### config.mk
export PLATFORM = sky130hd
export DESIGN_NAME = ep_bar_gate
export DESIGN_NICKNAME = d
export VERILOG_FILES = /design/src/rtl/ep_bar_gate.sv
export SDC_FILE = /design/constraint.sdc
export NUM_CORES = 1
export LEC_CHECK = 0
export BUFFER_PORTS_ARGS = -buffer_cell sky130_fd_sc_hd__buf_2
export CAP_MARGIN = 5
export CORE_MARGIN = 3
export CORE_UTILIZATION = 42
export CTS_CLUSTER_DIAMETER = 200
export DETAILED_ROUTE_END_ITERATION = 12
export PLACE_DENSITY = 0.85
export SLEW_MARGIN = 15
export SYNTH_ARGS = -nofsm -noshare
export SYNTH_HDL_FRONTEND = slang
export SYNTH_SLANG_ARGS = --single-unit
### constraint.sdc
create_clock -name clk -period 2.9 [get_ports clk]
set_input_delay 0.145 -clock clk [delete_from_list [all_inputs] [get_ports clk]]
set_output_delay 0.145 -clock clk [all_outputs]
set_load 0.01 [all_outputs]
### src/rtl/ep_bar_gate.sv
module ep_bar_gate #(
  parameter logic [15:0] VENDOR_ID = 16'h1A2B,
  parameter logic [15:0] DEVICE_ID = 16'h0C3D,
  parameter int unsigned WIN_BYTES = 4096
) (
  input  logic        clk,
  input  logic        rst_n,
  input  logic        cfg_rd,
  input  logic        cfg_wr,
  input  logic [7:0]  cfg_addr,
  input  logic [31:0] cfg_wdata,
  output logic        cfg_ack,
  output logic [31:0] cfg_rdata,
  input  logic        mem_valid,
  input  logic [31:0] mem_addr,
  output logic        mem_accept,
  output logic        mem_reject,
  output logic        bus_master_en
);
  localparam int AW = $clog2(WIN_BYTES);
  localparam int BW = 32 - AW;
  localparam logic [5:0] DW_ID  = 6'd0;
  localparam logic [5:0] DW_CMD = 6'd1;
  localparam logic [5:0] DW_BAR = 6'd4;

  logic [2:0]    cmd_q;
  logic [BW-1:0] base_q;
  logic [5:0]    dw;
  logic          hit;

  assign dw = cfg_addr[7:2];

  always_ff @(posedge clk) begin
    if (!rst_n) begin
      cmd_q  <= '0;
      base_q <= '0;
    end else if (cfg_wr) begin
      if (dw == DW_CMD) cmd_q  <= cfg_wdata[2:0];
      if (dw == DW_BAR) base_q <= cfg_wdata[31:AW];
    end
  end

  always_comb begin
    case (dw)
      DW_ID:   cfg_rdata = {DEVICE_ID, VENDOR_ID};
      DW_CMD:  cfg_rdata = {29'd0, cmd_q};
      DW_BAR:  cfg_rdata = {base_q, {AW{1'b0}}};
      default: cfg_rdata = '0;
    endcase
  end

  assign cfg_ack       = cfg_rd | cfg_wr;
  assign hit           = mem_addr[31:AW] == base_q;
  assign mem_accept    = mem_valid & cmd_q[1] & hit;
  assign mem_reject    = mem_valid & ~mem_accept;
  assign bus_master_en = cmd_q[2];
endmodule


# Word level (Yosys, flattened, before mapping)
# Index checks and enable logic that the tools add are counted.
# Widths: inputs -> output; s select.
# totals
regBits,23
input_bits,77
# op_classes
n_eq_ne,3
mux,1
bitwise,5
n_reduce_logical,3
# ops
cell,n
$pmux 32 s3,1
$eq 20x20->1,1
$eq 6x1->1 const B,1
$eq 6x3->1 const B,1
$logic_not 6->1,1
$reduce_and 2->1,2
$and 1x1->1,3
$not 1->1,1
$or 1x1->1,1

# Longest topological paths before layout
# Gate-level depths: netlist (run 1).
# logic_depth
word_depth,4
depth_mapped,5
ltp_nobuf,4

# Worst setup path before layout (run 1)
# No wires, ideal clock.
# synth_path
path_type,input port to output port
startpoint,input cfg_addr[3]
endpoint,output cfg_rdata[11]
arrival_ns,1.442
setup_slack_ns,1.313
path_stages,4
cell_sequence,or4_4 -> nand2b_1 -> nor2_2 -> buf_4
# synth_between
elab_chain_cells,2
elab_cells_between_ends,4
# synth_lines
item,line_no,rtl
from (decl),10,"input logic [7:0] cfg_addr,"
"$eq 6x3->1, or another cell as far along",44,case (dw)
$pmux 32 s3 (*),44,
to (decl),13,"output logic [31:0] cfg_rdata,"
# Every way passes the cells marked *; elsewhere a longest branch is shown, timed or not.

# Final worst setup path (run 1)
# layout_path
startpoint,register base_q[15]
endpoint,output mem_reject
# layout_between
elab_chain_cells,4
# layout_lines
item,line_no,rtl
from (decl),27,logic [BW-1:0] base_q;
from (signal assigned),39,if (dw == DW_BAR) base_q <= cfg_wdata[31:AW];
$eq 20x20->1,53,assign hit = mem_addr[31:AW] == base_q;
$and 1x1->1,54,assign mem_accept = mem_valid & cmd_q[1] & hit;
$not 1->1,55,assign mem_reject = mem_valid & ~mem_accept;
$and 1x1->1,55,
to (decl),17,"output logic mem_reject,"
# Every way passes these cells.

==> results.py, run 1 <==
metrics = {
    "grt": {
        "overflow": 0,
        "grt_pass1_wl_mm": 6.13,
        "grt_pass1_vias": 1455,
        "antenna_found_initial": 0,
        "grt_util_all_layers_pct": 18.7,
        "grt_start_max_net_pins": 26,
    },
    "power_and_ir_drop": {
        "pwr_density_cell_nw_per_um2": 298,
        "seqPwrFrac_pct": 57.8,
        "p_leak_nw": 0.943,
        "swShare_pct": 24.6,
        "intPower_w": 0.000415,
        "ir_worst_vdd_v": 0.000172,
        "clkPwrFrac_pct": 26.6,
        "switching_power_w": 0.000136,
        "power_frac_comb_pct": 15.5,
    },
    "floorplanning": {
        "die_w_microns": 64.2,
        "core_area_sq_um": 3150,
        "initial_core_util_pct": 45.1,
        "rows": 20,
        "die_area_sq_um": 4120,
        "ios": 113,
        "die_y_microns": 64.2,
    },
    "clocking": {
        "htreeDepth": 1,
        "post-cts-setup-buffers": 0,
        "ctsHoldBuffers": 0,
        "cts_tree": "built",
        "path_clk_slew_ns": 0.12,
        "ctsResizeCount": 0,
        "clockBufferDepth": 2,
        "cts_sinks": 23,
        "numCtsBuffers": 3,
        "cts_root_buf": "clkbuf_4",
        "clock_latency_ns": 0.30,
    },
    "place": {
        "post-place-ws_ns": 0.981,
        "gp_congestion": 0.694,
        "placed_cell_area_sq_um": 1820,
        "place.port_buffers": 84,
        "place_hpwl_mm": 2.84,
    },
    "finish": {
        "synthToLayoutAreaGrowth_pct": 29.6,
        "mostFrequentLayoutCell": "buf_2",
        "nFillCells": 323,
        "multi_input_area_sq_um": 852,
        "final-seq-area_sq_um": 460,
        "nets": 328,
        "final_cell_mix": "buf_2, nand2_1, dfxtp_1",
        "n_antenna_cell": 0,
        "final_area_sq_um": 1840,
        "drive_gt1_share_pct": 38.0,
    },
    "yosys": {
        "yosysTopAreaCellShare_pct": 32.4,
        "ys.flop_type": "dfxtp_1",
        "ys_warn_count": 0,
        "yosysTopAreaCell": "dfxtp_1",
        "yosys-top-cells-area": "dfxtp_1, a21boi_1, xor2_1",
        "yosysSeqAreaShare_pct": 32.4,
        "synth_cell_types": 27,
        "syn_inst": 174,
        "ys_ff_latch": 23,
        "synthArstFlopShare_pct": 0,
        "synth_edf_count": 0,
        "post_synth.cell_area_avg_sq_um": 8.18,
        "syn_area_sq_um": 1420,
    },
    "setup_path": {
        "cp-start-kind": "register",
        "path_class": "reg -> out",
        "r2r_start": "base_q[12]$_SDFFE_PN0P_",
        "crit_fanout": 3,
        "reg2reg_to": "base_q[12]$_SDFFE_PN0P_",
        "crit_slowest_cell": "dfxtp_1",
        "crit_buf_inv": 1,
        "rr_worst_depth": 2,
        "endpoint_kind": "output pin",
        "critPathArrivalTime_ns": 1.85,
        "path_cells": "xor2_1 > nor4_1 > nand4_1 > o41a_1 > buf_2",
        "startpoint": "base_q[15]$_SDFFE_PN0P_",
        "worstPathRequired_ns": 2.76,
        "crit_family": "simple AND/OR/NAND/NOR gates",
        "regToRegSetupSlack_ns": 2.24,
        "cp_slowest_stage_delay_ns": 0.36,
    },
    "sta": {
        "final.min_clock_period_ns": 1.99,
        "slew_headroom_pct": 64.2,
        "fmax_mhz": 501,
        "fin_ws_ns": 0.905,
        "min_period_over_period_pct": 68.8,
        "setup_viol": 0,
        "grt_setup_unrepaired": "false",
        "tightest_slew_ns": 0.536,
        "finalSetupTns_ns": 0,
        "fin_worst_skew_ns": 0,
        "hold_violations": 0,
        "slew_viol_final": 0,
    },
    "detailed_routing": {
        "ant_nets": 0,
        "avgViaCountPerCell": 4.83,
        "wl_mm": 3.66,
        "drtIter0Drc": 32,
        "drt_pass1_iterations": 4,
        "drc_errors": 0,
        "dr_total_vias": 1420,
        "routedWlPerCell_microns": 12.5,
    },
    "min_path": {
        "holdCritStartpoint": "cfg_wdata[20]",
        "hold-path-endpoint": "base_q[8]$_SDFFE_PN0P_",
        "holdCritPathClass": "in -> reg",
        "holdPathStages": 3,
    },
    "job": {
        "maxCapViolCount": 0,
    },
    "outcome": {
        "status": "complete, no violations",
    },
}
-- power by group through the flow --
stage          Combinational (W)  Sequential, W  Clock [W]
3_3_place_gp           0.0000847       0.000325          0
5_1_grt                0.0000944       0.000319   0.000164
6_report               0.0000855       0.000318   0.000147
4_1_cts                0.0000865       0.000318   0.000154
2_1_floorplan          0.0000420       0.000325          0
3_5_place_dp           0.0000862       0.000325          0
-- cells by family after synthesis --
kind of cell | synth area share (%)
AOI/OAI and AO/OA | 16.3
xor gates and xnor gates | 12.3
buffers and inverters | 9.23
DFF | 32.4
muxes | 2.11
other | 0.264
and+or+nand+nor | 27.4
-- per-stage QoR --
step	hold WS (ns)	power, W	std cells	utilization [%]
global placement	0.400	0.000410	290	57.7
finish	0.0688	0.000550	294	58.5
detailed placement	0.403	0.000412	290	57.7
floorplan	0.291	0.000367	178	-
global route	0.0695	0.000577	294	58.5
CTS	0.0601	0.000559	294	58.5
-- area by class of cell --
class,instances,share of cell area (%)
clock buffers,4,1.42
flip-flops and latches,23,25.0
inverters,4,0.814
multi-input cells,133,46.2
repair buffers,86,23.6
well taps,44,2.99
-- worst max-delay path by stage --
stage | endpoint | slack, ns | cells past startpoint
finish | mem_reject | 0.91 | 5
detailed placement | cfg_rdata[27] | 0.98 | 6
global placement | cfg_rdata[21] | 1.03 | 6
CTS | mem_reject | 0.89 | 5
global route | mem_reject | 0.76 | 5
floorplan | cfg_rdata[11] | 1.31 | 4
-- cell usage after synthesis (4+ instances only) --
| library cell | number |
|---|---|
| xnor2_1 | 5 |
| clkbuf_1 | 5 |
| dfxtp_1 | 23 |
| nand3_1 | 21 |
| a21boi_1 | 20 |
| a21o_1 | 8 |
| buf_4 | 8 |
| nor4_1 | 4 |
| nand2_1 | 24 |
| inv_1 | 4 |
| and2_1 | 12 |
| xor2_1 | 15 |
-- worst min-delay path, delay by kind of cell --
family                 cells  cell delay (ns)
AO/OA/AOI/OAI              1             0.05
buffers and inverters      1             0.09
AND/OR/NAND/NOR            1             0.05
-- layer usage --
| metal | up-vias | global-route usage, % | part of all wire [%] |
|---|---|---|---|
| li1 | 722 | - | - |
| met1 | 630 | 19.9 | 40 |
| met2 | 64 | 34.6 | 48 |
| met3 | 4 | 6.68 | 12 |
| met4 | 0 | 4.75 | 0.71 |
| met5 | - | 0 | 0 |
-- flip-flops by register name, summed over array words and instances, names as in the netlist --
signal	cells
base_q	20
cmd_q	3
Note: power is estimated with default switching activity, not from simulation.
==> run 2: changes to the inputs <==
--- a/config.mk
+++ b/config.mk
@@ -8,10 +8,10 @@
 export BUFFER_PORTS_ARGS = -buffer_cell sky130_fd_sc_hd__buf_2
 export CAP_MARGIN = 5
 export CORE_MARGIN = 3
-export CORE_UTILIZATION = 42
+export CORE_UTILIZATION = 39
 export CTS_CLUSTER_DIAMETER = 200
 export DETAILED_ROUTE_END_ITERATION = 12
-export PLACE_DENSITY = 0.85
+export PLACE_DENSITY = 0.8
 export SLEW_MARGIN = 15
 export SYNTH_ARGS = -nofsm -noshare
 export SYNTH_HDL_FRONTEND = slang
==> constraint.sdc (replaced) <==
create_clock -name clk -period 1.95 [get_ports clk]
set_input_delay 0.0975 -clock clk [delete_from_list [all_inputs] [get_ports clk]]
set_output_delay 0.0975 -clock clk [all_outputs]
set_load 0.01 [all_outputs]
==> run 2 against run 1 <==
  * Cell area increased by 2.5%
  * Clock skew unchanged
  * Clock power increased by 50%
  * Die area increased by 7.0%
  * Total power increased by 50%
  * Non-clock buffer count increased by 2
  * Global-route usage decreased by 1.5 points
  * Register-to-register slack got worse by 1.0 ns
  * Critical endpoint unchanged
  * Largest power group unchanged
==> results.py, run 2 (synthesis gave the netlist of run 1 again) <==
metrics = {
    "sta": {
        "final.min_clock_period_ns": 1.90,
        "whs_ns": 0.0160,
        "min_period_over_period_pct": 97.6,
        "grt_setup_unrepaired": "true",
        "fmax_mhz": 525,
        "fin_worst_skew_ns": 0,
        "hold_violations": 0,
        "slew_viol_final": 0,
        "setup_viol": 0,
        "fin_ws_ns": 0.0460,
    },
    "grt": {
        "antenna_found_initial": 0,
        "grt_pass1_vias": 1295,
        "grt_pass1_wl_mm": 5.85,
        "grt_start_max_net_pins": 41,
        "overflow": 0,
        "grt_util_all_layers_pct": 17.1,
    },
    "clocking": {
        "cts_sinks": 23,
        "htreeDepth": 1,
        "clockBufferDepth": 2,
        "path_clk_slew_ns": 0.13,
        "numCtsBuffers": 3,
        "clock_latency_ns": 0.30,
        "cts_root_buf": "clkbuf_4",
        "cts_tree": "built",
    },
    "setup_path": {
        "cp_slowest_stage_delay_ns": 0.36,
        "critPathArrivalTime_ns": 1.81,
        "worstPathRequired_ns": 1.85,
        "crit_fanout": 3,
        "path_cells": "xor2_1 > nor4_2 > nand4_1 > o41a_1 > buf_2",
        "endpoint_kind": "output pin",
        "cp-start-kind": "register",
        "crit_slowest_cell": "dfxtp_2",
        "crit_family": "simple AND/OR/NAND/NOR gates",
        "crit_buf_inv": 1,
        "path_class": "reg -> out",
    },
    "floorplanning": {
        "die_w_microns": 66.4,
        "die_area_sq_um": 4410,
        "initial_core_util_pct": 41.6,
        "ios": 113,
        "die_y_microns": 66.4,
        "rows": 21,
        "core_area_sq_um": 3420,
    },
    "finish": {
        "largest_reg_flops": 20,
        "stdcell_count": 298,
        "mostFrequentLayoutCell": "buf_2",
        "final_cell_mix": "buf_2, nand2_1, nand3_1, dfxtp_1, a21boi_1",
        "drive_gt1_share_pct": 40.5,
        "nets": 330,
        "regMostFlops": "base_q",
        "reg_top3": "base_q: 20 flops, cmd_q: 3 flops",
        "n_antenna_cell": 0,
        "synthToLayoutAreaGrowth_pct": 32.9,
    },
    "detailed_routing": {
        "route.met2.wl_mm": 1.86,
        "wl_mm": 3.70,
        "wl_met3_microns": 340,
        "dr_total_vias": 1417,
        "routedWlPerCell_microns": 12.4,
        "avgViaCountPerCell": 4.76,
        "drtIter0Drc": 55,
        "drc_errors": 0,
        "topRoutingLayerUsed": "met4",
        "met1_length_mm": 1.49,
        "drt_pass1_iterations": 2,
        "ant_nets": 0,
    },
    "power_and_ir_drop": {
        "p_leak_nw": 0.961,
        "total_power_w": 0.000826,
        "pwr_density_cell_nw_per_um2": 437,
        "ir_worst_vdd_v": 0.000261,
    },
    "outcome": {
        "status": "complete, no violations",
    },
    "place": {
        "dp.cells": 293,
        "place_hpwl_mm": 2.82,
        "place.port_buffers": 84,
        "gp_congestion": 0.682,
        "post-place-ws_ns": 0.293,
    },
    "min_path": {
        "holdCritPathClass": "in -> reg",
    },
    "job": {
        "maxCapViolCount": 0,
    },
}
run 2: cell count changes in the layout (fill, tap and decap cells not counted):
cell,before,now
buf_12,0,1
buf_4,2,3
clkbuf_1,1,0
clkinv_2,0,1
dfxtp_1,23,21
dfxtp_2,0,2
nor4_1,4,2
nor4_2,0,2
run 2: per-layer routing:
layer  up-vias  GRT usage, %
li1        725             -
met1       638          19.7
met2        52          31.5
met3         2          4.76
met4         0          3.05
met5         -             0
run 2: final timing paths:
path / start / endpoint / slack, ns / cells after the start
max: base_q[7]$_SDFFE_PN0P_ / mem_reject / 0.05 / 5
min: cfg_wdata[19] / base_q[7]$_SDFFE_PN0P_ / 0.02 / 3
max reg2reg: base_q[7]$_SDFFE_PN0P_ / base_q[7]$_SDFFE_PN0P_ / 1.24 / 3
min reg2reg: base_q[10]$_SDFFE_PN0P_ / base_q[10]$_SDFFE_PN0P_ / 0.48 / 2
run 2: per-stage QoR:
stage          util, %  setup TNS [ns]  area [sq um]
2_1_floorplan        -               0          1440
3_3_place_gp      53.9               0          1840
3_5_place_dp      53.9               0          1840
4_1_cts           55.1               0          1880
5_1_grt           55.3         -0.0719          1890
6_report          55.3               0          1890
run 2: where the power goes:
| group | switching [W] | internal (W) |
|---|---|---|
| clock network | 0.000144 | 0.0000765 |
| registers | 0.00000160 | 0.000472 |
| logic | 0.0000643 | 0.0000678 |
run 2: tightest hold or removal path: stages:
cell	delay [ns]
buf_2	0.09
nand3_1	0.05
a21boi_1	0.05
run 2: timing repair:
action / in CTS / in global routing
buffers inserted: 0 / 1
gates resized for setup: 2 / 2
hold buffers: 0 / 0
setup endpoints to repair: 1 / 2
pin swaps: 0 / 2
run 2: area by class of cell:
| class | count | area [sq um] |
|---|---|---|
| Fill cell | 350 | 1530 |
| Multi-Input combinational cell | 133 | 865 |
| Sequential cell | 23 | 463 |
| Timing Repair Buffer | 88 | 463 |
| Tap cell | 46 | 57.6 |
| Clock buffer | 3 | 22.5 |
| Inverter | 4 | 15.0 |
| Clock inverter | 1 | 5.00 |
